`config.mk`:
```
export PLATFORM = sky130hd
export DESIGN_NAME = smb_byte_shifter
export DESIGN_NICKNAME = d
export VERILOG_FILES = /design/src/rtl/smb_pkg.sv /design/src/rtl/smb_shift_reg.sv /design/src/rtl/smb_bit_ctl.sv /design/src/rtl/smb_addr_cmp.sv /design/src/rtl/smb_byte_shifter.sv
export SDC_FILE = /design/constraint.sdc
export NUM_CORES = 1
export LEC_CHECK = 0
export ABC_AREA = 1
export CORE_UTILIZATION = 47
export CTS_BUF_LIST = sky130_fd_sc_hd__clkbuf_4 sky130_fd_sc_hd__clkbuf_8
export CTS_CLUSTER_DIAMETER = 60
export DETAILED_ROUTE_END_ITERATION = 6
export HOLD_SLACK_MARGIN = 0.02
export PLACE_DENSITY = 0.82
export SYNTH_ARGS = -nofsm -noshare
export SYNTH_HDL_FRONTEND = slang
export SYNTH_SLANG_ARGS = --single-unit
```
`constraint.sdc`:
```
create_clock -name clk -period 1.59 [get_ports clk]
set_input_delay 0.318 -clock clk [delete_from_list [all_inputs] [get_ports clk]]
set_output_delay 0.318 -clock clk [all_outputs]
set_load 0.01 [all_outputs]
```
`src/rtl/smb_pkg.sv`:
```
package smb_pkg;
  localparam int unsigned SMB_BYTE_W = 8;

  // address compare: rx and own are the 7 address bits, gc the enable
  function automatic logic smb_addr_hit(input logic [SMB_BYTE_W-2:0] rx,
                                        input logic [SMB_BYTE_W-2:0] own,
                                        input logic                  gc);
    logic zero;
    zero = (rx == '0);
    return zero ? gc : (rx == own);
  endfunction
endpackage

```
`src/rtl/smb_shift_reg.sv`:
```
module smb_shift_reg #(
  parameter int unsigned W = 8
) (
  input  logic         clk,
  input  logic         rst,
  input  logic         shift_en,
  input  logic         bit_in,
  input  logic         load_en,
  input  logic [W-1:0] load_val,
  output logic [W-1:0] q,
  output logic [W-1:0] q_next_shift
);
  assign q_next_shift = {q[W-2:0], bit_in};

  always_ff @(posedge clk) begin
    if (rst) begin
      q <= '0;
    end else if (load_en) begin
      q <= load_val;
    end else if (shift_en) begin
      q <= q_next_shift;
    end
  end
endmodule

```
`src/rtl/smb_bit_ctl.sv`:
```
module smb_bit_ctl #(
  parameter int unsigned W = 8
) (
  input  logic clk,
  input  logic rst,
  input  logic cnt_clr,
  input  logic shift_en,
  input  logic si_clr,
  output logic last_bit,
  output logic si_flag,
  output logic byte_done
);
  localparam int unsigned CW = (W > 2) ? $clog2(W) : 1;
  localparam logic [CW-1:0] LAST = CW'(W - 1);

  logic [CW-1:0] cnt;

  assign last_bit = (cnt == LAST);

  always_ff @(posedge clk) begin
    if (rst) begin
      cnt       <= '0;
      si_flag   <= 1'b0;
      byte_done <= 1'b0;
    end else begin
      byte_done <= shift_en && last_bit;
      if (cnt_clr) begin
        cnt <= '0;
      end else if (shift_en) begin
        cnt <= last_bit ? '0 : cnt + 1'b1;
      end
      if (shift_en && last_bit) begin
        si_flag <= 1'b1;
      end else if (si_clr) begin
        si_flag <= 1'b0;
      end
    end
  end
endmodule

```
`src/rtl/smb_addr_cmp.sv`:
```
module smb_addr_cmp #(
  parameter int unsigned W = 8
) (
  input  logic         clk,
  input  logic         rst,
  input  logic         master,
  input  logic         eval,
  input  logic [W-1:0] rx_byte,
  input  logic [W-1:0] own_reg,
  output logic         match,
  output logic         rw
);
  import smb_pkg::*;

  logic hit;

  always_comb begin
    hit = (rx_byte[W-1:1] == '0) ? own_reg[0]
                                 : (rx_byte[W-1:1] == own_reg[W-1:1]);
  end

  always_ff @(posedge clk) begin
    if (rst) begin
      match <= 1'b0;
      rw    <= 1'b0;
    end else if (master) begin
      match <= 1'b0;
    end else if (eval) begin
      match <= hit;
      rw    <= rx_byte[0];
    end
  end
endmodule

```
`src/rtl/smb_byte_shifter.sv`:
```
module smb_byte_shifter #(
  parameter int unsigned BYTE_W = smb_pkg::SMB_BYTE_W
) (
  input  logic              clk,
  input  logic              rst,
  input  logic              enable,
  input  logic              master_mode,
  input  logic              bit_shift,
  input  logic              bit_in,
  input  logic              addr_phase,
  input  logic              si_clr,
  input  logic              dat_wr,
  input  logic              adr_wr,
  input  logic [BYTE_W-1:0] cpu_wdata,
  output logic [BYTE_W-1:0] dat_rdata,
  output logic [BYTE_W-1:0] adr_rdata,
  output logic              sda_out,
  output logic              si_flag,
  output logic              byte_done,
  output logic              addr_match,
  output logic              rw_bit
);
  logic              shift_ok;
  logic              cpu_ok;
  logic              last_bit;
  logic [BYTE_W-1:0] dat_q;
  logic [BYTE_W-1:0] rx_next;
  logic [BYTE_W-1:0] adr_q;

  assign shift_ok = enable && !si_flag && bit_shift;
  assign cpu_ok   = si_flag || !enable;

  smb_shift_reg #(.W(BYTE_W)) u_sr (
    .clk          (clk),
    .rst          (rst),
    .shift_en     (shift_ok),
    .bit_in       (bit_in),
    .load_en      (dat_wr && cpu_ok),
    .load_val     (cpu_wdata),
    .q            (dat_q),
    .q_next_shift (rx_next)
  );

  smb_bit_ctl #(.W(BYTE_W)) u_ctl (
    .clk       (clk),
    .rst       (rst),
    .cnt_clr   (!enable),
    .shift_en  (shift_ok),
    .si_clr    (si_clr),
    .last_bit  (last_bit),
    .si_flag   (si_flag),
    .byte_done (byte_done)
  );

  smb_addr_cmp #(.W(BYTE_W)) u_cmp (
    .clk     (clk),
    .rst     (rst),
    .master  (master_mode),
    .eval    (shift_ok && last_bit && addr_phase),
    .rx_byte (rx_next),
    .own_reg (adr_q),
    .match   (addr_match),
    .rw      (rw_bit)
  );

  always_ff @(posedge clk) begin
    if (rst) begin
      adr_q <= '0;
    end else if (adr_wr) begin
      adr_q <= cpu_wdata;
    end
  end

  assign dat_rdata = cpu_ok ? dat_q : '0;
  assign adr_rdata = adr_q;
  assign sda_out   = dat_q[BYTE_W-1];
endmodule

```
==> impl_metrics.prom, run 1 <==
# TYPE chip_impl_metric gauge
chip_impl_metric{name="postCtsResizedCells",unit=""} 9
chip_impl_info{name="timing.critical_path.to_type",value="output pin"} 1
chip_impl_metric{name="insertedDiodeCount",unit=""} 0
chip_impl_metric{name="cts.repair_timing.setup_buffer_count",unit=""} 0
chip_impl_metric{name="worst-endpoint-required",unit="ps"} 1270
chip_impl_metric{name="nNetsFinal",unit=""} 225
chip_impl_metric{name="post_synth.cell_area_avg",unit="sq um"} 7.459
chip_impl_metric{name="min_period_over_period",unit="%"} 97.48
chip_impl_metric{name="fp.dieArea",unit="sq mm"} 0.002679
chip_impl_metric{name="cellPowerDensity",unit="mW/mm^2"} 751.8
chip_impl_metric{name="regArea",unit="sq um"} 470.5
chip_impl_metric{name="fin_util",unit="%"} 72.07
chip_impl_metric{name="worstPathArrival",unit="ps"} 1230
chip_impl_metric{name="grt_antenna_before_repair",unit=""} 0
chip_impl_metric{name="netlist_area",unit="sq mm"} 0.001164
chip_impl_info{name="critical-path-top-delay-family",value="buffers and inverters"} 1
chip_impl_info{name="slowest_stage",value="clkdlybuf4s50_1"} 1
chip_impl_metric{name="grt_start_max_net_pins",unit=""} 16
chip_impl_info{name="series_of_cell_instances_along_the_critical_path",value="clkdlybuf4s50_1"} 1
chip_impl_metric{name="fraction_of_registers_with_async_set_reset",unit="%"} 0
chip_impl_metric{name="post_drt_wl_per_cell",unit="microns"} 14.06
chip_impl_metric{name="multi_input_area",unit="sq um"} 581.8
chip_impl_info{name="timing.setup.critical_path_class",value="reg -> out"} 1
chip_impl_metric{name="drc",unit=""} 0
chip_impl_metric{name="cts_max_path_buffers",unit=""} 2
chip_impl_metric{name="timing_hold_violations_final",unit=""} 0
chip_impl_metric{name="final_max_slew_viol_count",unit=""} 0
chip_impl_metric{name="grt.overflow.total",unit=""} 0
chip_impl_metric{name="post_layout_inst_area",unit="sq mm"} 0.001640
chip_impl_metric{name="clock_sink_count",unit=""} 23
chip_impl_metric{name="layout_setup_ws",unit="ps"} 40.11
chip_impl_metric{name="holdWs",unit="ps"} 493.4
chip_impl_metric{name="syn-num-nets",unit=""} 176
chip_impl_metric{name="drv.max_cap_violation_count",unit=""} 0
chip_impl_metric{name="drive_gt1_share",unit="%"} 22.06
chip_impl_metric{name="critical-path-max-stage-delay",unit="ps"} 550
chip_impl_metric{name="globalRouteTotalUtil",unit="%"} 26.67
chip_impl_metric{name="via_count",unit=""} 1246
chip_impl_metric{name="post_synth_inst_count",unit=""} 156
chip_impl_info{name="rsz0062_at_grt",value="no"} 1
chip_impl_metric{name="drtAntennaViolNets",unit=""} 0
chip_impl_metric{name="cts.hold.buffers_added",unit=""} 0
chip_impl_info{name="outcome",value="completed"} 1
chip_impl_metric{name="max-slew-margin-rel",unit="%"} 76.63
chip_impl_metric{name="post-route-min-period",unit="ps"} 1550
chip_impl_metric{name="register_bit_total_from_synthesis",unit=""} 23
chip_impl_metric{name="layout-area-overhead-vs-synth",unit="%"} 40.97
chip_impl_metric{name="gp_routability_congestion",unit=""} 0.8608
chip_impl_metric{name="clock_insertion_delay_worst_skew",unit="ps"} 310
chip_impl_info{name="hold_path_startpoint",value="adr_rdata[1]$_SDFFE_PP0P_"} 1
chip_impl_metric{name="worst_slew_pin_slew",unit="ps"} 350.2
chip_impl_metric{name="cts.htree.levels",unit=""} 1
chip_impl_metric{name="postPlaceCellArea",unit="sq mm"} 0.001617
chip_impl_metric{name="dpl_worst_slack",unit="ps"} -361.7
chip_impl_metric{name="port-buffer-count",unit=""} 38
chip_impl_metric{name="synth.lib_cells_used.distinct",unit=""} 27
chip_impl_metric{name="path_buf_inv",unit=""} 1
chip_impl_metric{name="drtIter0Drc",unit=""} 25
chip_impl_metric{name="n_fill_cell",unit=""} 188
chip_impl_metric{name="synth_enable_flop_cells",unit=""} 0
chip_impl_metric{name="drt-pass1-iter-count",unit=""} 4
chip_impl_metric{name="grt_first_pass_wirelength",unit="microns"} 5216
chip_impl_metric{name="place.detailed.hpwl",unit="microns"} 2435
chip_impl_metric{name="initial_core_util",unit="%"} 51.13
chip_impl_metric{name="cp_max_fo",unit=""} 3
chip_impl_metric{name="synth-seq-area-share",unit="%"} 39.57
chip_impl_info{name="crit_path_start",value="adr_rdata[4]$_SDFFE_PP0P_"} 1
chip_impl_info{name="synth-main-ff-cell",value="dfxtp_1"} 1
chip_impl_info{name="min_path_type",value="reg -> reg"} 1
chip_impl_metric{name="placement_rows",unit=""} 17
chip_impl_metric{name="tritoncts.num_buffers",unit=""} 3
chip_impl_metric{name="routed_via_density",unit=""} 5.371
chip_impl_metric{name="setup-violations-final",unit=""} 0
chip_impl_metric{name="vdd_drop_max",unit="mV"} 0.5593
chip_impl_info{name="worstReg2RegStart",value="u_ctl.cnt[0]$_SDFFE_PP0P_"} 1
chip_impl_metric{name="layout.cells.non_filler",unit=""} 232
chip_impl_metric{name="layout_skew",unit="ps"} 3.135
chip_impl_metric{name="io_pins",unit=""} 39
chip_impl_metric{name="power.leakage",unit="nW"} 0.7619
chip_impl_metric{name="first_global_vias",unit=""} 1238
chip_impl_info{name="cts_root_buffer",value="clkbuf_4"} 1
chip_impl_metric{name="setup-tns-final",unit="ps"} 0
chip_impl_info{name="tritoncts",value="built"} 1
chip_impl_metric{name="floorplan.die.height",unit="microns"} 51.76
chip_impl_metric{name="clock_pin_slew_reported_for_the_worst_setup_and_hold_paths_after_clock_tree_synthesis",unit="ps"} 130
chip_impl_metric{name="max_freq",unit="MHz"} 645.2
chip_impl_metric{name="power.total",unit="mW"} 1.233
chip_impl_metric{name="core-area",unit="sq mm"} 0.002276
chip_impl_metric{name="drt-total-wl",unit="microns"} 3262
chip_impl_metric{name="placed_cells_incl_taps",unit=""} 228
chip_impl_info{name="cp-start-kind",value="flop"} 1
chip_impl_metric{name="synth.yosys.warnings",unit=""} 0
chip_impl_metric{name="chipWidth",unit="microns"} 51.76
## routing by layer
metal / part of all wire (%) / GRT usage [%] / wire, microns / vias to the layer above
met5: 0 / 0 / 0 / -
met2: 50 / 48.05 / 1622 / 59
met3: 6.4 / 2.924 / 208 / 11
met1: 41 / 31.13 / 1353 / 580
li1: - / - / - / 596
met4: 2.4 / 12.61 / 78 / 0
## layout by cell type (no fill, tap or decap), types with 4 or more instances in the layout
master	n
nor2_1	34
clkdlybuf4s50_1	27
inv_1	16
nand2_1	15
dfxtp_1	15
o21ai_0	13
buf_4	10
a21oi_1	8
dfxtp_2	8
o21ai_1	5
o22ai_1	5
dlygate4sd2_1	5
nand3_1	4
o21ai_2	4
a21oi_2	4
## state kept, by name, indices dropped and copies added (netlist names)
name             flops
u_ctl.si_flag        1
adr_rdata            8
u_cmp.match          1
u_ctl.byte_done      1
u_ctl.cnt            3
u_sr.q               8
u_cmp.rw             1
## where the power goes
group | total [mW] | internal, mW | switching (mW)
logic | 0.315 | 0.152 | 0.163
registers | 0.640 | 0.612 | 0.0278
clock network | 0.279 | 0.0941 | 0.184
total | 1.23 | 0.858 | 0.375
## cell usage after synthesis, types with 2 or more instances
library cell  count  area share, %
xnor2_1           3            2.3
o21ai_0          13            5.6
inv_2             3           0.97
dfxtp_1          23             40
inv_1            16            5.2
a21oi_2           4            3.0
ha_1              2            2.2
nand2_1          15            4.8
o21ai_1           5            2.2
o21ai_2           4            3.0
nor2_2            2            1.1
buf_2             2           0.86
nand2_4           3            2.9
nor2_1           34             11
a21oi_1           8            3.4
nand3_1           4            1.7
o22ai_1           5            2.7
## final timing paths
path	end	slack [ps]	cells after the start
max reg2reg	u_cmp.match$_SDFFE_PP0P_	280	6
max	adr_rdata[4]	40	1
min reg2reg	adr_rdata[1]$_SDFFE_PP0P_	490	2
min	adr_rdata[1]$_SDFFE_PP0P_	490	2
## kinds of logic (layout without fill, tap and decap cells)
family	Yosys count	count (layout)	share of synthesized area (%)
XOR/XNOR	4	4	3.011
buffers and inverters	25	73	10.43
flip-flops	23	23	39.57
AO/OA/AOI/OAI	40	40	20.75
AND/OR/NAND/NOR	62	62	24.09
adder cells (fa/ha/maj)	2	2	2.150
## area by class of cell
class                           count  area share [%]
Multi-Input combinational cell    108           35.47
Timing Repair Buffer               48           26.77
Sequential cell                    23           28.68
Clock inverter                      1          0.3051
Inverter                           21           5.263
Clock buffer                        3           1.373
Tap cell                           28           2.136
(Power assumes the default switching activity.)
==> run 2: changes to the inputs <==
--- a/config.mk
+++ b/config.mk
@@ -12,6 +12,7 @@
 export DETAILED_ROUTE_END_ITERATION = 6
 export HOLD_SLACK_MARGIN = 0.02
 export PLACE_DENSITY = 0.82
+export RECOVER_POWER = 25
 export SYNTH_ARGS = -nofsm -noshare
 export SYNTH_HDL_FRONTEND = slang
 export SYNTH_SLANG_ARGS = --single-unit
==> run 2 against run 1 <==
Against the previous run: maximum frequency about the same; clock skew about the same; core utilization is 0.16 points lower; count of clock-buffer cells in the layout is the same; hold slack better by 3.2 ps; register-to-register slack barely moved; clock power about the same; die area unchanged; non-clock buffer count unchanged; first-iteration DRC count unchanged; setup slack about the same; critical path type unchanged.
==> impl_metrics.prom, run 2 (synthesized netlist as in run 1, its figures left out) <==
# TYPE chip_impl_metric gauge
chip_impl_metric{name="post-route-min-period",unit="ps"} 1550
chip_impl_metric{name="cts_max_path_buffers",unit=""} 2
chip_impl_metric{name="met2_wirelength",unit="microns"} 1622
chip_impl_metric{name="route.met3.wl",unit="microns"} 208
chip_impl_metric{name="gp_routability_congestion",unit=""} 0.8608
chip_impl_metric{name="io_pins",unit=""} 39
chip_impl_metric{name="place.detailed.hpwl",unit="microns"} 2435
chip_impl_info{name="cp-start-kind",value="flop"} 1
chip_impl_info{name="min_to",value="adr_rdata[1]$_SDFFE_PP0P_"} 1
chip_impl_metric{name="drt-total-wl",unit="microns"} 3260
chip_impl_metric{name="floorplan.die.height",unit="microns"} 51.76
chip_impl_metric{name="drive_gt1_share",unit="%"} 21.57
chip_impl_metric{name="via_count",unit=""} 1246
chip_impl_metric{name="clock_pin_slew_reported_for_the_worst_setup_and_hold_paths_after_clock_tree_synthesis",unit="ps"} 130
chip_impl_metric{name="first_global_vias",unit=""} 1238
chip_impl_info{name="rsz0062_at_grt",value="no"} 1
chip_impl_metric{name="holdWs",unit="ps"} 496.7
chip_impl_metric{name="grt.overflow.total",unit=""} 0
chip_impl_metric{name="cellPowerDensity",unit="mW/mm^2"} 752.8
chip_impl_info{name="outcome",value="completed"} 1
chip_impl_info{name="worstReg2RegStart",value="u_ctl.cnt[0]$_SDFFE_PP0P_"} 1
chip_impl_info{name="min_path_type",value="reg -> reg"} 1
chip_impl_metric{name="globalRouteTotalUtil",unit="%"} 26.67
chip_impl_metric{name="drc",unit=""} 0
chip_impl_metric{name="initial_core_util",unit="%"} 51.13
chip_impl_metric{name="setup-violations-final",unit=""} 0
chip_impl_metric{name="grt_first_pass_wirelength",unit="microns"} 5216
chip_impl_metric{name="nNetsFinal",unit=""} 225
chip_impl_metric{name="layout-area-overhead-vs-synth",unit="%"} 40.65
chip_impl_metric{name="layout_skew",unit="ps"} 3.001
chip_impl_info{name="tritoncts",value="built"} 1
chip_impl_info{name="most-common-layout-cells",value="nor2_1, clkdlybuf4s50_1, inv_1"} 1
chip_impl_metric{name="worst_slew_pin_slew",unit="ps"} 695.1
chip_impl_metric{name="min_period_over_period",unit="%"} 97.48
chip_impl_metric{name="drv.max_cap_violation_count",unit=""} 0
chip_impl_info{name="route.top_layer_used",value="met4"} 1
chip_impl_metric{name="worstPathArrival",unit="ps"} 1230
chip_impl_info{name="most_frequent_standard_cell_in_the_layout_excluding_fill_and_tap_cells",value="nor2_1"} 1
chip_impl_metric{name="post_drt_wl_per_cell",unit="microns"} 14.05
chip_impl_metric{name="placement_rows",unit=""} 17
chip_impl_metric{name="routed_via_density",unit=""} 5.371
chip_impl_metric{name="tritoncts.num_buffers",unit=""} 3
chip_impl_metric{name="r2r_slack",unit="ps"} 280
chip_impl_metric{name="max_freq",unit="MHz"} 645.2
chip_impl_metric{name="post_layout_inst_area",unit="sq mm"} 0.001637
chip_impl_metric{name="critical-path-max-stage-delay",unit="ps"} 550
chip_impl_metric{name="fin_util",unit="%"} 71.91
chip_impl_metric{name="vdd_drop_max",unit="mV"} 0.5582
chip_impl_metric{name="port-buffer-count",unit=""} 38
chip_impl_info{name="regToRegEndpoint",value="u_cmp.match$_SDFFE_PP0P_"} 1
chip_impl_info{name="cts_root_buffer",value="clkbuf_4"} 1
chip_impl_metric{name="drtAntennaViolNets",unit=""} 0
chip_impl_info{name="timing.critical_path.to_type",value="output pin"} 1
chip_impl_metric{name="core-area",unit="sq mm"} 0.002276
chip_impl_metric{name="clock_insertion_delay_worst_skew",unit="ps"} 310
chip_impl_metric{name="grt_start_max_net_pins",unit=""} 16
chip_impl_metric{name="grt_antenna_before_repair",unit=""} 0
chip_impl_metric{name="cp_max_fo",unit=""} 3
chip_impl_metric{name="hold_path_depth",unit=""} 2
chip_impl_info{name="timing.setup.critical_path_class",value="reg -> out"} 1
chip_impl_metric{name="worst-endpoint-required",unit="ps"} 1270
chip_impl_info{name="critical-path-top-delay-family",value="buffers and inverters"} 1
chip_impl_metric{name="cts.htree.levels",unit=""} 1
chip_impl_metric{name="max-slew-margin-rel",unit="%"} 53.66
chip_impl_metric{name="chipWidth",unit="microns"} 51.76
chip_impl_metric{name="timing.reg2reg.worst_path_depth",unit=""} 6
chip_impl_info{name="series_of_cell_instances_along_the_critical_path",value="clkdlybuf4s50_1"} 1
chip_impl_metric{name="m1WireLength",unit="microns"} 1352
chip_impl_metric{name="clock_sink_count",unit=""} 23
chip_impl_info{name="slowest_stage",value="clkdlybuf4s50_1"} 1
chip_impl_metric{name="postPlaceCellArea",unit="sq mm"} 0.001617
chip_impl_info{name="hold_path_startpoint",value="adr_rdata[1]$_SDFFE_PP0P_"} 1
chip_impl_metric{name="timing_hold_violations_final",unit=""} 0
chip_impl_metric{name="insertedDiodeCount",unit=""} 0
chip_impl_metric{name="power.leakage",unit="nW"} 0.7583
chip_impl_metric{name="fp.dieArea",unit="sq mm"} 0.002679
chip_impl_metric{name="drt-pass1-iter-count",unit=""} 4
chip_impl_metric{name="path_buf_inv",unit=""} 1
chip_impl_metric{name="drtIter0Drc",unit=""} 25
chip_impl_metric{name="final_max_slew_viol_count",unit=""} 0
-- run 2: worst max path at each step --
| stage | startpoint | endpoint | slack (ps) | depth (start not counted) |
|---|---|---|---|---|
| after floorplan | u_ctl.cnt[0]$_SDFFE_PP0P_ | u_cmp.match$_SDFFE_PP0P_ | 450 | 6 |
| after global placement | enable | dat_rdata[7] | -290 | 5 |
| after detailed placement | enable | dat_rdata[5] | -360 | 5 |
| after CTS | adr_rdata[2]$_SDFFE_PP0P_ | adr_rdata[2] | 10 | 1 |
| after global routing | adr_rdata[6]$_SDFFE_PP0P_ | adr_rdata[6] | 0.5 | 1 |
| final | adr_rdata[4]$_SDFFE_PP0P_ | adr_rdata[4] | 40 | 1 |
-- run 2: metal layers --
| layer | up-vias | GRT usage, % |
|---|---|---|
| met5 | - | 0 |
| met4 | 0 | 12.61 |
| met3 | 11 | 2.924 |
| met2 | 59 | 48.05 |
| met1 | 580 | 31.13 |
| li1 | 596 | - |
-- run 2: layout make-up --
cell class              count  area [sq um]
inverters                  21         86.33
clock buffers               3         22.52
repair buffers             48         435.4
clock inverters             1         5.005
fillers                   188         639.4
flip-flops and latches     23         470.5
well taps                  28         35.03
multi-input cells         108         581.8
-- run 2: report_power, final --
group / switching, mW / internal (mW) / total (mW)
clock network: 0.185 / 0.0941 / 0.279
logic: 0.163 / 0.151 / 0.314
registers: 0.0279 / 0.612 / 0.640
-- run 2: repair_timing --
action / CTS / global route
hold endpoints to repair: 0 / 0
gates resized for setup: 9 / 18
hold buffers: 0 / 0
setup buffers: 0 / 0
setup endpoints to repair: 8 / 14
-- run 2: worst min-delay path: stages (launching register included) --
cell	delay [ps]
dfxtp_2	350
inv_1	60
a21oi_1	60
-- run 2: stage by stage --
stage          setup slack (ps)  std cells  total power, mW  TNS, ps
6_report                  40.11        232            1.232        0
3_3_place_gp             -294.5        228           0.9553    -2659
5_1_grt                  0.4504        232            1.299        0
4_1_cts                   12.99        232            1.231        0
3_5_place_dp             -361.7        228           0.9671    -3650
2_1_floorplan             447.9        156           0.8156        0
